`src/rtl/icd_pkg.sv`:
```
package icd_pkg;
    typedef enum logic [1:0] {
        ST_QUIET = 2'd0,
        ST_HOLD  = 2'd1,
        ST_FIRED = 2'd2
    } irq_st_e;
endpackage

```
`src/rtl/icd_tracker.sv`:
```
module icd_tracker #(
    parameter int N_IN = 4
) (
    input  logic            clk,
    input  logic            rst_n,
    input  logic [N_IN-1:0] port_i,
    input  logic            smp_clr_i,
    output logic [N_IN-1:0] flags_o,
    output logic [N_IN-1:0] snap_o
);
    logic            armed_q;
    logic [N_IN-1:0] snap_q;
    logic [N_IN-1:0] flag_q;
    logic [N_IN-1:0] diff;

    assign diff = snap_q ^ port_i;

    always_ff @(posedge clk or negedge rst_n) begin
        if (!rst_n) begin
            armed_q <= 1'b0;
            snap_q  <= '0;
            flag_q  <= '0;
        end else if (!armed_q) begin
            armed_q <= 1'b1;
            snap_q  <= port_i;
        end else if (smp_clr_i) begin
            snap_q  <= port_i;
            flag_q  <= '0;
        end else begin
            flag_q  <= flag_q | diff;
        end
    end

    assign flags_o = flag_q;
    assign snap_o  = snap_q;

    AST_MISMATCH_FLAGS: assert property (@(posedge clk) disable iff (!rst_n)
        (armed_q && !smp_clr_i) |=> ((flag_q & $past(diff)) == $past(diff)));
    AST_FLAG_STICKY: assert property (@(posedge clk) disable iff (!rst_n)
        !smp_clr_i |=> ((flag_q & $past(flag_q)) == $past(flag_q)));
    AST_ACK_SAMPLES: assert property (@(posedge clk) disable iff (!rst_n)
        smp_clr_i |=> (flag_q == '0 && snap_q == $past(port_i)));
endmodule

```
`src/rtl/icd_irq_fsm.sv`:
```
module icd_irq_fsm
    import icd_pkg::*;
(
    input  logic clk,
    input  logic rst_n,
    input  logic hit_i,
    input  logic rd_busy_i,
    input  logic stop_i,
    input  logic smp_clr_i,
    output logic int_n_o
);
    irq_st_e st_q, st_d;

    always_ff @(posedge clk or negedge rst_n) begin
        if (!rst_n) st_q <= ST_QUIET;
        else        st_q <= st_d;
    end

    always_comb begin
        st_d = st_q;
        unique case (st_q)
            ST_QUIET: begin
                if (smp_clr_i)      st_d = ST_QUIET;
                else if (hit_i)     st_d = rd_busy_i ? ST_HOLD : ST_FIRED;
            end
            ST_HOLD: begin
                if (smp_clr_i)      st_d = ST_QUIET;
                else if (stop_i)    st_d = hit_i ? ST_FIRED : ST_QUIET;
            end
            ST_FIRED: begin
                if (smp_clr_i)      st_d = ST_QUIET;
            end
            default:                st_d = ST_QUIET;
        endcase
    end

    always_comb begin
        int_n_o = (st_q != ST_FIRED);
    end

    AST_FALL_NEEDS_HIT: assert property (@(posedge clk) disable iff (!rst_n)
        $fell(int_n_o) |-> $past(hit_i));
    AST_LOW_LATCHED: assert property (@(posedge clk) disable iff (!rst_n)
        (!int_n_o && !smp_clr_i) |=> !int_n_o);
    AST_ACK_RELEASES: assert property (@(posedge clk) disable iff (!rst_n)
        smp_clr_i |=> int_n_o);
    AST_NO_FALL_IN_READ: assert property (@(posedge clk) disable iff (!rst_n)
        $fell(int_n_o) |-> (!$past(rd_busy_i) || $past(stop_i)));
    AST_DROP_AT_STOP: assert property (@(posedge clk) disable iff (!rst_n)
        (st_q == ST_HOLD && stop_i && !smp_clr_i && !hit_i) |=> int_n_o);
endmodule

```
`src/rtl/input_change_irq.sv`:
```
module input_change_irq
    import icd_pkg::*;
#(
    parameter int N_IN = 4,
    parameter logic [N_IN-1:0] MASK_RST = '1
) (
    input  logic            clk,
    input  logic            rst_n,
    input  logic [N_IN-1:0] port_i,
    input  logic            smp_clr_i,
    input  logic            rd_busy_i,
    input  logic            stop_i,
    input  logic            mask_we_i,
    input  logic [N_IN-1:0] mask_d_i,
    output logic [N_IN-1:0] flags_o,
    output logic [N_IN-1:0] snap_o,
    output logic            int_n_o
);
    logic [N_IN-1:0] mask_q;
    logic [N_IN-1:0] flags;
    logic            hit;

    always_ff @(posedge clk or negedge rst_n) begin
        if (!rst_n)         mask_q <= MASK_RST;
        else if (mask_we_i) mask_q <= mask_d_i;
    end

    icd_tracker #(.N_IN(N_IN)) u_trk (
        .clk       (clk),
        .rst_n     (rst_n),
        .port_i    (port_i),
        .smp_clr_i (smp_clr_i),
        .flags_o   (flags),
        .snap_o    (snap_o)
    );

    assign hit     = |(flags & mask_q);
    assign flags_o = flags;

    icd_irq_fsm u_fsm (
        .clk       (clk),
        .rst_n     (rst_n),
        .hit_i     (hit),
        .rd_busy_i (rd_busy_i),
        .stop_i    (stop_i),
        .smp_clr_i (smp_clr_i),
        .int_n_o   (int_n_o)
    );

    AST_MASK_LOAD: assert property (@(posedge clk) disable iff (!rst_n)
        mask_we_i |=> (mask_q == $past(mask_d_i)));
    AST_MASKED_QUIET: assert property (@(posedge clk) disable iff (!rst_n)
        (int_n_o && !hit) |=> int_n_o);
endmodule

```
`config.mk`:
```
export PLATFORM = sky130hd
export DESIGN_NAME = input_change_irq
export DESIGN_NICKNAME = d
export VERILOG_FILES = /design/src/rtl/icd_pkg.sv /design/src/rtl/icd_tracker.sv /design/src/rtl/icd_irq_fsm.sv /design/src/rtl/input_change_irq.sv
export SDC_FILE = /design/constraint.sdc
export NUM_CORES = 1
export LEC_CHECK = 0
export ABC_AREA = 1
export CORE_MARGIN = 2
export CORE_UTILIZATION = 40
export CTS_BUF_LIST = sky130_fd_sc_hd__clkbuf_2
export DETAILED_ROUTE_END_ITERATION = 10
export PLACE_DENSITY = 0.7
export SYNTH_ARGS = -nofsm -noshare
export SYNTH_HDL_FRONTEND = slang
export SYNTH_HIERARCHICAL = 1
export SYNTH_SLANG_ARGS = --single-unit
```
`constraint.sdc`:
```
create_clock -name clk -period 2.93 [get_ports clk]
set_input_delay 0.586 -clock clk [delete_from_list [all_inputs] [get_ports clk]]
set_output_delay 0.586 -clock clk [all_outputs]
set_load 0.005 [all_outputs]
```
==> reports/qor.txt <==
sequential share of power: 0.525
status: complete, no violations
Slew HR: 0.543
Initial Util: 0.422
DIE AREA: 2180 µm²
vias in the first global route: 582
Die X: 46.7 µm
Vias/cell: 4.27
largest net degree at the start of global routing: 16
Routed Antenna Nets: 0
R2R setup slack: 1810 ps
Yosys reg bits: 15
Clock Path Buffers: 2
Arr. time, crit path: 1380 ps
sw power: 155 µW
CTS H-tree lvls: 1
Die H: 46.7 µm
DR iter-0 viols: 4
final critical-path required period: 1960 ps
period utilisation layout: 0.670
Worst-Skew Late Latency: 310 ps
port buffer count: 22
pwr/cell area: 486 nW/µm²
Nets: 140
diode count: 0
Pre-antenna DRT Iters: 4
worst vdd ir: 0.273 mV
Int Pwr: 333 µW
combinational share of power: 0.253
worst hold path class: reg -> reg
CTS tree: done
Layout area overhead: 37.6%
Pwr Total: 488 µW
crit path capture type: primary output
DP Wirelength: 1120 µm
Post-Syn Area: 729 µm²
setup tns final: 0 ps
final wirelength: 1490 µm
Yosys warnings: 6
Slew Viols, Final: 0
# IOs: 23
Yosys cell types: 12
Worst Max-Slew Pin Slew: 683 ps
vias: 640
GRT Total Usage: 0.163
Mapped Cells: 99
Filler cells: 183
Rows: 15
sequential area share after synthesis: 0.521
final setup vio count: 0
final hold viol count: 0
placed cell areas: 981 µm²
Max Cap Violations: 0
RSZ-0062 raised after global routing: no
wire per inst: 9.93 µm
global-route wire length before repair: 2400 µm
Sw Ratio: 0.317
DR DRC count: 0
hold buffers post-CTS: 0
crit-path max FO: 5
CTS Buf Count: 3
clock slew at reported path FFs: 150 ps
# resized after CTS: 0
multi-input logic area: 274 µm²
initial antenna violation count: 0
CP Launch Type: register
mean area per synthesized cell: 7.37 µm²
Post-CTS Repair Setup Buffers: 0
Data required, critical path: 2340 ps
clk_skew: 14.7 ps
CTS sink cnt: 15
Synthesized Nets: 113
Final Wtd Congestion: 0.751
crit path kind: reg -> out
LEAKAGE: 0.522 nW
Clk pwr share: 0.222
most frequent cells in the layout: nand2_1 (43), clkdlybuf4s50_1 (22), inv_1 (18), dfrtp_1 (11), o21ai_0 (8)
layout cells sized above 1: 0.120
clock root buffer: clkbuf_2
commonest non-fill, non-tap cell in the layout: nand2_1
Reg area: 380 µm²
GRT overflow: 0
Max Fclk: 0.509 GHz
Core Area: 1730 µm²
fin area: 1000 µm²
==> per-layer routing <==
metal | vias up | wire, µm | global-route usage
met5 | - | 0 | 0
met4 | 0 | 11 | 0.0333
met3 | 3 | 117 | 0.0824
met2 | 18 | 702 | 0.278
met1 | 278 | 658 | 0.187
li1 | 341 | - | -
==> layout make-up <==
| cell class | count | share of cell area |
|---|---|---|
| Clock buffer | 3 | 0.0150 |
| Multi-Input combinational cell | 64 | 0.273 |
| Sequential cell | 15 | 0.379 |
| Inverter | 20 | 0.0748 |
| Clock inverter | 1 | 0.00748 |
| Timing Repair Buffer | 22 | 0.219 |
| Tap cell | 25 | 0.0312 |
==> cells by family (layout without fill, tap and decap cells) <==
family                 Yosys count  after routing  synth area share
other                            1              1           0.00514
AO/OA/AOI/OAI                    8              8            0.0549
AND/OR/NAND/NOR                 55             55             0.316
flip-flops                      15             15             0.521
buffers and inverters           20             46             0.103
==> power groups by stage <==
stage | Combinational, mW | Sequential [mW] | Clock (mW)
6_report | 0.123 | 0.256 | 0.108
5_1_grt | 0.139 | 0.260 | 0.126
3_3_place_gp | 0.121 | 0.258 | 0
2_1_floorplan | 0.0558 | 0.256 | 0
4_1_cts | 0.125 | 0.256 | 0.113
3_5_place_dp | 0.125 | 0.260 | 0
==> stage by stage <==
step                worst slack (ps)  hold slack (ps)   util  std cells
floorplan                       1850              290      -         99
global placement                1260              464  0.568        146
detailed placement              1210              465  0.568        146
CTS                              948              486  0.581        150
global route                     887              498  0.581        150
finish                           967              483  0.581        150
==> sequential cells by signal, indices dropped and copies added (netlist names) <==
register / count
mask_q: 4
u_trk/flags_o: 4
u_trk/snap_o: 4
u_fsm/st_q: 2
u_trk/armed_q: 1
==> cells in the mapped netlist (all sizes together) <==
cell	number	share of area
inv	20	0.10
nand3	5	0.034
dfstp	4	0.14
nand2	45	0.24
nor2	5	0.043
dfrtp	11	0.38
o21ai	8	0.055
conb	1	0.0051
==> path summary, 6_finish.rpt <==
kind,start,endpoint,depth (start not counted)
worst max-delay path,u_fsm/st_q[1]$_DFFE_PN0P_,int_n_o,2
worst min-delay path,mask_q[3]$_DFFE_PN1P_,mask_q[3]$_DFFE_PN1P_,2
worst max register to register,mask_q[0]$_DFFE_PN1P_,u_fsm/st_q[1]$_DFFE_PN0P_,10
worst min register to register,mask_q[3]$_DFFE_PN1P_,mask_q[3]$_DFFE_PN1P_,2
max in group asynchronous,rst_n,u_fsm/st_q[0]$_DFFE_PN0P_,1
min in group asynchronous,rst_n,u_trk/flags_o[3]$_DFFE_PN0P_,1
==> worst max-delay path, stage by stage (launching register included) <==
cell and delay (ps):
dfrtp_1 480, nand2_1 110, clkdlybuf4s50_1 500
Note: power is estimated with default switching activity, not from simulation.
